File: src/rtl/line_cfg_pkg.sv
package line_cfg_pkg;
  localparam int unsigned LINES = 8;
  typedef logic [LINES-1:0] line_vec_t;
  // stored image of the pattern register that means "no line in test"
  localparam line_vec_t PAT_IDLE_IMAGE = '1;
  localparam line_vec_t DRV_OFF_IMAGE  = '0;
endpackage

File: src/rtl/cfg_hold_reg.sv
module cfg_hold_reg #(
  parameter int unsigned W = 8,
  parameter logic [W-1:0] RESET_VAL = '0,
  parameter bit CLEAR_WHEN_OPEN = 1'b1
) (
  input  logic         clk,
  input  logic         rst_n,
  input  logic         le,
  input  logic [W-1:0] d,
  output logic [W-1:0] q
);
  logic clear;

  generate
    if (CLEAR_WHEN_OPEN) begin : g_clr_always
      assign clear = !rst_n;
    end else begin : g_clr_closed
      assign clear = !rst_n && !le;
    end
  endgenerate

  always_ff @(posedge clk) begin
    if (clear)   q <= RESET_VAL;
    else if (le) q <= d;
  end


  load_tracks_bus_chk: assert property (@(posedge clk) disable iff (1'b0)
    (le && !clear) |=> (q == $past(d)));


  hold_when_closed_chk: assert property (@(posedge clk) disable iff (!rst_n)
    (!le && rst_n) |=> $stable(q));


  clear_to_default_chk: assert property (@(posedge clk) disable iff (1'b0)
    clear |=> (q == RESET_VAL));
endmodule

File: src/rtl/cfg_polarity.sv
module cfg_polarity #(
  parameter int unsigned W = 8,
  parameter bit INVERT = 1'b0
) (
  input  logic [W-1:0] stored,
  output logic [W-1:0] active
);
  for (genvar i = 0; i < W; i++) begin : g_bit
    if (INVERT) begin : g_inv
      assign active[i] = ~stored[i];
    end else begin : g_pass
      assign active[i] = stored[i];
    end
  end
endmodule

File: src/rtl/line_cfg_latches.sv
module line_cfg_latches
  import line_cfg_pkg::*;
(
  input  logic       clk,
  input  logic       rst_n,
  input  logic [7:0] cfg_bus,
  input  logic       drv_le,
  input  logic       pat_le,
  output logic [7:0] drv_en,
  output logic [7:0] pat_on
);
  line_vec_t drv_img, pat_img;

  cfg_hold_reg #(.W(LINES), .RESET_VAL(DRV_OFF_IMAGE), .CLEAR_WHEN_OPEN(1'b1)) u_drv_reg (
    .clk(clk), .rst_n(rst_n), .le(drv_le), .d(cfg_bus), .q(drv_img)
  );

  cfg_hold_reg #(.W(LINES), .RESET_VAL(PAT_IDLE_IMAGE), .CLEAR_WHEN_OPEN(1'b0)) u_pat_reg (
    .clk(clk), .rst_n(rst_n), .le(pat_le), .d(cfg_bus), .q(pat_img)
  );

  cfg_polarity #(.W(LINES), .INVERT(1'b0)) u_drv_pol (.stored(drv_img), .active(drv_en));
  cfg_polarity #(.W(LINES), .INVERT(1'b1)) u_pat_pol (.stored(pat_img), .active(pat_on));


  drv_reset_off_chk: assert property (@(posedge clk) disable iff (1'b0)
    !rst_n |=> (drv_en == '0));


  pat_reset_idle_chk: assert property (@(posedge clk) disable iff (1'b0)
    (!rst_n && !pat_le) |=> (pat_on == '0));


  pat_reset_ignored_chk: assert property (@(posedge clk) disable iff (1'b0)
    (!rst_n && pat_le) |=> (pat_on == ~$past(cfg_bus)));


  dual_load_chk: assert property (@(posedge clk) disable iff (!rst_n)
    (drv_le && pat_le) |=> (drv_en == ~pat_on));
endmodule

File: config.mk
export PLATFORM = sky130hd
export DESIGN_NAME = line_cfg_latches
export DESIGN_NICKNAME = d
export VERILOG_FILES = /design/src/rtl/line_cfg_pkg.sv /design/src/rtl/cfg_hold_reg.sv /design/src/rtl/cfg_polarity.sv /design/src/rtl/line_cfg_latches.sv
export SDC_FILE = /design/constraint.sdc
export NUM_CORES = 1
export LEC_CHECK = 0
export BUFFER_PORTS_ARGS = -buffer_cell sky130_fd_sc_hd__buf_2
export CAP_MARGIN = 20
export CORE_MARGIN = 4
export CORE_UTILIZATION = 30
export CTS_CLUSTER_DIAMETER = 200
export DETAILED_ROUTE_END_ITERATION = 8
export PLACE_DENSITY = 0.61
export SLEW_MARGIN = 10
export SYNTH_ARGS = -nofsm -noshare
export SYNTH_HDL_FRONTEND = slang
export SYNTH_SLANG_ARGS = --single-unit
File: constraint.sdc
create_clock -name clk -period 0.8 [get_ports clk]
set_input_delay 0.04 -clock clk [delete_from_list [all_inputs] [get_ports clk]]
set_output_delay 0.04 -clock clk [all_outputs]
set_load 0.005 [all_outputs]
==> results.md, run 1 <==
* Status: completed
* Post-synthesis cell type count at 10
* Worst Clk Skew at 0 ns
* Switching Fraction at 0.2274
* H-Tree Depth at 1
* Flop pwr share at 0.582
* Worst flop-to-flop path endpoint: u_drv_reg.q[2]
* Final worst path period need at 0.7812 ns
* Avg WL per Cell at 10.29 um
* P&R area growth vs syn at 37.92%
* Row count at 16
* Crit path max fanout at 2
* Port bufs at 27
* First drt pass iteration count at 3
* Final Hold Vio Count at 0
* Peak supply drop at 0.0008927 V
* Slack of the worst reg-to-reg path at 0.16 ns
* Nets at 108
* Hold_ws at 0.02956 ns
* Endpoints failing setup at 0
* XOR/XNOR share of the synthesized area at 0
* Grt total ovfl at 0
* Critical Path Start Type: flop
* Hold Startpoint: cfg_bus[6]
* Adder-cell share of the synthesized area at 0
* Max-Cap Viols at 0
* Vias per cell at 4.017
* Simple-gate portion of the synthesized area at 0.2083
* I/O pin count at 28
* P_int at 1.186 mW
* Final Power at 1.535 mW
* Core box area at 1982 um^2
* Worst-margin pin slew at 0.2647 ns
* Die Footprint at 2924 um^2
* Number of setup buffers added after CTS at 0
* Worst setup EP type: output pin
* CP endpoint: pat_on[1]
* P_sw at 0.3490 mW
* Register area at 340.3 um^2
* Slew Viols, Final at 0
* Die height at 54.08 um
* Skew-Pair Late Insertion Delay at around 0.27 ns
* Setup crit start: u_pat_reg.q[1]
* Max Fclk at 1280 MHz
* R2R Path Start: u_drv_reg.q[2]
* Antenna Cells at 0
* Clock tree buffer depth at 2
* Crit Path Class: flop to output pin
* Crit share post-route at 0.9765
* Setup TNS Final at 0 ns
* Reg2Reg Depth at 2
* DP Wirelength at slightly below 1000 um
* Synth warn at 0
* Pin count of the biggest net entering global routing at 17
* Fillcell total at roughly 200
* Total global-route track usage at 0.1020
* Vias after detailed routing at 486
* Largest family of logic cells by synthesized area: simple AND/OR/NAND/NOR gates
* CTS buffer count at 3
* CTS sink cnt at 16
* Die Wd at roughly 54 um
* Clock power share at 0.249
* Worst hold stages at 3
* Mux share of post-synthesis cell area at 0.1257
* DRT Wirelength at 1245 um
* Root Driver: clkbuf_4
* Reg clk slew, reported paths at 0.08 ns
* Syn_nets at 79
* Slew headroom at 0.8235
* Post-route DRC at 0
* Power per cell area at 1747 nW/um^2
* First-pass GRT wire length at between 2000 and 2500 um
* Vias in the first global route at 511
* Share of cells above drive strength 1 at 0.5957
* Leak at 0.4383 nW
* Critical Path AT at 0.74 ns
* Synthesized area per cell at 9.505 um^2
* GPL Wtd Cong at 0.6582
* Min-Delay Path Class: input port to flop
* Worst Path Required at 0.76 ns
* #FFs+latches synth at 16
* Combinational fraction of design power at 0.169
* RSZ-0062 raised after global routing: true
* Multi-input gate area at about 260 um^2
* Routed Antenna Nets at 0
* Register area share after synthesis at 0.5029
* CTS tree: done
* Initial antenna violation count at 0
* DRT iter0 DRCs at 1
* Initial Util at 0.3213
* Synth Area in Compound Gates at 0.07466
* Syn Std Cell Area at 636.9 um^2
* Post-Syn Instances at 67
==> metrics by stage <==
step                      instance area (um^2)  cells  setup slack, ns  utilization
final                                    878.3    121          0.01877       0.4432
after detailed placement                 779.5    118           0.1160       0.3933
after global routing                     878.3    121         -0.03922       0.4432
after CTS                                812.0    121        -0.003682       0.4097
after global placement                   779.5    118           0.1467       0.3933
after floorplan                          636.9     67           0.2274            -
==> timing repair <==
item                                   CTS  global route
hold buffers                             0             0
resized for setup                        9            24
setup endpoints to repair                8            16
endpoints found under the hold margin    0             0
pin swaps                                0             0
==> cell usage after synthesis, drive strengths merged <==
cell | instances | share of area
dfxtp | 16 | 0.50
nor2b | 14 | 0.14
a21oi | 8 | 0.075
inv | 8 | 0.047
mux2i | 8 | 0.13
nor2 | 8 | 0.047
buf | 3 | 0.041
and2b | 2 | 0.024
==> metal layers <==
| metal | track usage | vias to the layer above | routed length, um |
|---|---|---|---|
| met5 | 0 | - | 0 |
| met4 | 0.04979 | 0 | 15 |
| met3 | 0.02770 | 2 | 50 |
| met2 | 0.1653 | 12 | 616 |
| met1 | 0.1235 | 208 | 563 |
| li1 | - | 264 | - |
==> final cells by class <==
| type | instances | area share |
|---|---|---|
| Clock buffer | 3 | 0.02564 |
| Inverter | 8 | 0.03419 |
| Multi-Input combinational cell | 40 | 0.2963 |
| Sequential cell | 16 | 0.3875 |
| Tap cell | 27 | 0.03846 |
| Timing Repair Buffer | 27 | 0.2179 |
==> power groups by stage <==
| stage | Combinational [mW] | Clock, mW | Sequential, mW |
|---|---|---|---|
| after floorplan | 0.124 | 0 | 0.894 |
| after global placement | 0.214 | 0 | 0.894 |
| after detailed placement | 0.218 | 0 | 0.896 |
| after CTS | 0.219 | 0.409 | 0.884 |
| after global routing | 0.292 | 0.459 | 0.902 |
| final | 0.260 | 0.382 | 0.893 |
==> logic make-up after synthesis <==
logic type             count (synthesis)
buffers and inverters                 11
DFF                                   16
and+or+nand+nor                       24
muxes                                  8
AOI/OAI and AO/OA                      8
==> how the worst min path moves through the flow <==
stage / to / slack (ns)
3_5_place_dp: u_pat_reg.q[7] / 0.31
6_report: u_pat_reg.q[6] / 0.03
2_1_floorplan: u_drv_reg.q[0] / 0.17
4_1_cts: u_pat_reg.q[7] / 0.02
5_1_grt: u_pat_reg.q[4] / 0.02
3_3_place_gp: u_pat_reg.q[0] / 0.30
==> cell usage in the layout (no fill, tap or decap), drive strengths merged <==
cell and n:
buf 27, dfxtp 16, nor2b 14, inv 8, nor2 8, mux2i 8, a21oi 8, clkbuf 3
and2b 2
==> sequential cells by signal, indices dropped and copies added (netlist names) <==
register	flops
u_drv_reg.q	8
u_pat_reg.q	8
==> critical path: stages (launching register included) <==
cell	delay, ns
dfxtp_2	0.34
inv_2	0.03
buf_6	0.10
Note: power is estimated with default switching activity, not from simulation.
==> run 2, diff against run 1 <==
--- a/config.mk
+++ b/config.mk
@@ -11,6 +11,8 @@
 export CORE_UTILIZATION = 30
 export CTS_CLUSTER_DIAMETER = 200
 export DETAILED_ROUTE_END_ITERATION = 8
+export GPL_TIMING_DRIVEN = 0
+export HOLD_SLACK_MARGIN = 0.02
 export PLACE_DENSITY = 0.61
 export SLEW_MARGIN = 10
 export SYNTH_ARGS = -nofsm -noshare
==> results.md, run 2 (synthesized netlist as in run 1, its figures left out) <==
* Die height at 54.08 um (unchanged)
* H-Tree Depth at 1 (unchanged)
* Core box area at 1982 um^2 (unchanged)
* Initial antenna violation count at 0 (unchanged)
* Clock tree buffer depth at 2 (unchanged)
* CTS sink cnt at 16 (unchanged)
* Worst Clk Skew at 0 ns (unchanged)
* Critical Path AT at 0.75 ns (about the same)
* Power per cell area at 1704 nW/um^2 (-2.5%)
* Largest regs: u_drv_reg.q x8, u_pat_reg.q x8
* Reg clk slew, reported paths at 0.08 ns (about the same)
* Critical Path Start Type: flop
* Total global-route track usage at 0.09960 (-0.002406)
* Vias per cell at 4.071 (+1.4%)
* Vias after detailed routing at 517 (+6.4%)
* Worst setup EP type: output pin
* Finished layout cell area at 914.6 um^2 (+4.1%)
* Crit Path Class: flop to output pin
* I/O pin count at 28 (unchanged)
* Max-Cap Viols at 0 (unchanged)
* Grt total ovfl at 0 (unchanged)
* Antenna Cells at 0 (unchanged)
* Root Driver: clkbuf_4
* Max Fclk at 1271 MHz (-0.74%)
* Most frequent cells in the layout: buf_2 (20), nor2b_1 (14), dfxtp_2 (13)
* Most common cell after layout, fill and taps aside: buf_2
* Die Footprint at 2924 um^2 (unchanged)
* Nets at 114 (+5.6%)
* Die Wd at 54.08 um (unchanged)
* Vias in the first global route at 496 (-2.9%)
* Initial Util at 0.3213 (unchanged)
* Share of cells above drive strength 1 at 0.5500 (-0.04574)
* Cell Area, Placed at 800.8 um^2 (+2.7%)
* GPL Wtd Cong at 0.6193 (-5.9%)
* Final Power at 1.558 mW (+1.5%)
* Skew-Pair Late Insertion Delay at 0.27 ns (about the same)
* Leak at 0.4636 nW (+5.8%)
* Final worst path period need at 0.7871 ns (+0.005862 ns)
* CTS buffer count at 3 (unchanged)
* Endpoints failing setup at 0 (unchanged)
* Worst hold stages at 3 (unchanged)
* Avg WL per Cell at 9.819 um (-4.6%)
* Pin count of the biggest net entering global routing at 11 (-6)
* Crit path max fanout at 2 (unchanged)
* Peak supply drop at 0.001037 V (+16%)
* DP Wirelength at 964.6 um (-1.1%)
* Reg2Reg Depth at 3 (+1)
* Status: completed
* Post-route DRC at 0 (unchanged)
* Slew headroom at 0.9065 (+0.08297)
* Fillcell total at 203 (+2.5%)
* CTS tree: done
* Hold_ws at 0.02979 ns (+0.0002226 ns)
* Min-Delay Path Class: input port to flop
* Routed Antenna Nets at 0 (unchanged)
* Final Hold Vio Count at 0 (unchanged)
* RSZ-0062 raised after global routing: true
* DRT Wirelength at 1247 um (+0.16%)
* Crit share post-route at 0.9839 (+0.007328)
* First drt pass iteration count at 3 (unchanged)
* Worst-margin pin slew at 0.1364 ns (-0.1283 ns)
* Setup TNS Final at 0 ns (unchanged)
* DRT iter0 DRCs at 4 (+3)
* First-pass GRT wire length at 2111 um (-2.5%)
* Row count at 16 (unchanged)
* P&R area growth vs syn at 43.61%
* Port bufs at 26 (-3.7%)
* Worst Path Required at 0.76 ns (about the same)
* Slew Viols, Final at 0 (unchanged)
run 2: changes by cell type in the layout (fill, tap and decap cells not counted):
cell,previous run,this run
buf_2,18,20
dfxtp_2,16,13
buf_6,9,7
buf_4,0,3
dlygate4sd3_1,0,3
dfxtp_1,0,3
inv_1,0,1
inv_2,8,7
run 2: through the flow:
stage	cells	setup slack (ns)	utilization
floorplan	67	0.2274	-
global placement	120	0.1775	0.4040
detailed placement	120	0.1683	0.4040
CTS	126	-0.005778	0.4356
global route	127	-0.03428	0.4615
finish	127	0.01291	0.4615
run 2: path summary, 6_finish.rpt:
kind | slack (ns) | to | from
max reg2reg | 0.11 | u_pat_reg.q[0] | u_pat_reg.q[0]
min | 0.03 | u_pat_reg.q[3] | cfg_bus[3]
min reg2reg | 0.50 | u_pat_reg.q[4] | u_pat_reg.q[4]
max | 0.01 | pat_on[6] | u_pat_reg.q[6]
run 2: per-layer routing:
metal	part of all wire	global-route usage
met5	0	0
met1	0.44	0.1248
met3	0.051	0.02493
met2	0.50	0.1512
met4	0.011	0.06224
run 2: power by group:
part           switching, mW  internal [mW]
Clock                  0.222          0.174
Sequential            0.0294          0.860
Combinational          0.111          0.162
run 2: what timing repair did:
item                                   4_1_cts  5_1_grt
hold buffers                                 3        0
cloned                                       0        0
setup endpoints to repair                    8       13
setup buffers                                0        1
endpoints found under the hold margin        3        0
resized for setup                            9       17
run 2: final cells by class:
| cell class | count | area [um^2] | area share |
|---|---|---|---|
| Buffer | 3 | 26.28 | 0.02873 |
| Sequential cell | 16 | 336.6 | 0.3680 |
| Inverter | 8 | 30.03 | 0.03283 |
| Tap cell | 27 | 33.78 | 0.03694 |
| Clock buffer | 3 | 22.52 | 0.02462 |
| Timing Repair Buffer | 30 | 205.2 | 0.2244 |
| Multi-Input combinational cell | 40 | 260.3 | 0.2845 |
run 2: worst max-delay path, stage by stage (launching register included):
cell and delay [ns]:
dfxtp_2 0.34, inv_2 0.03, buf_6 0.10
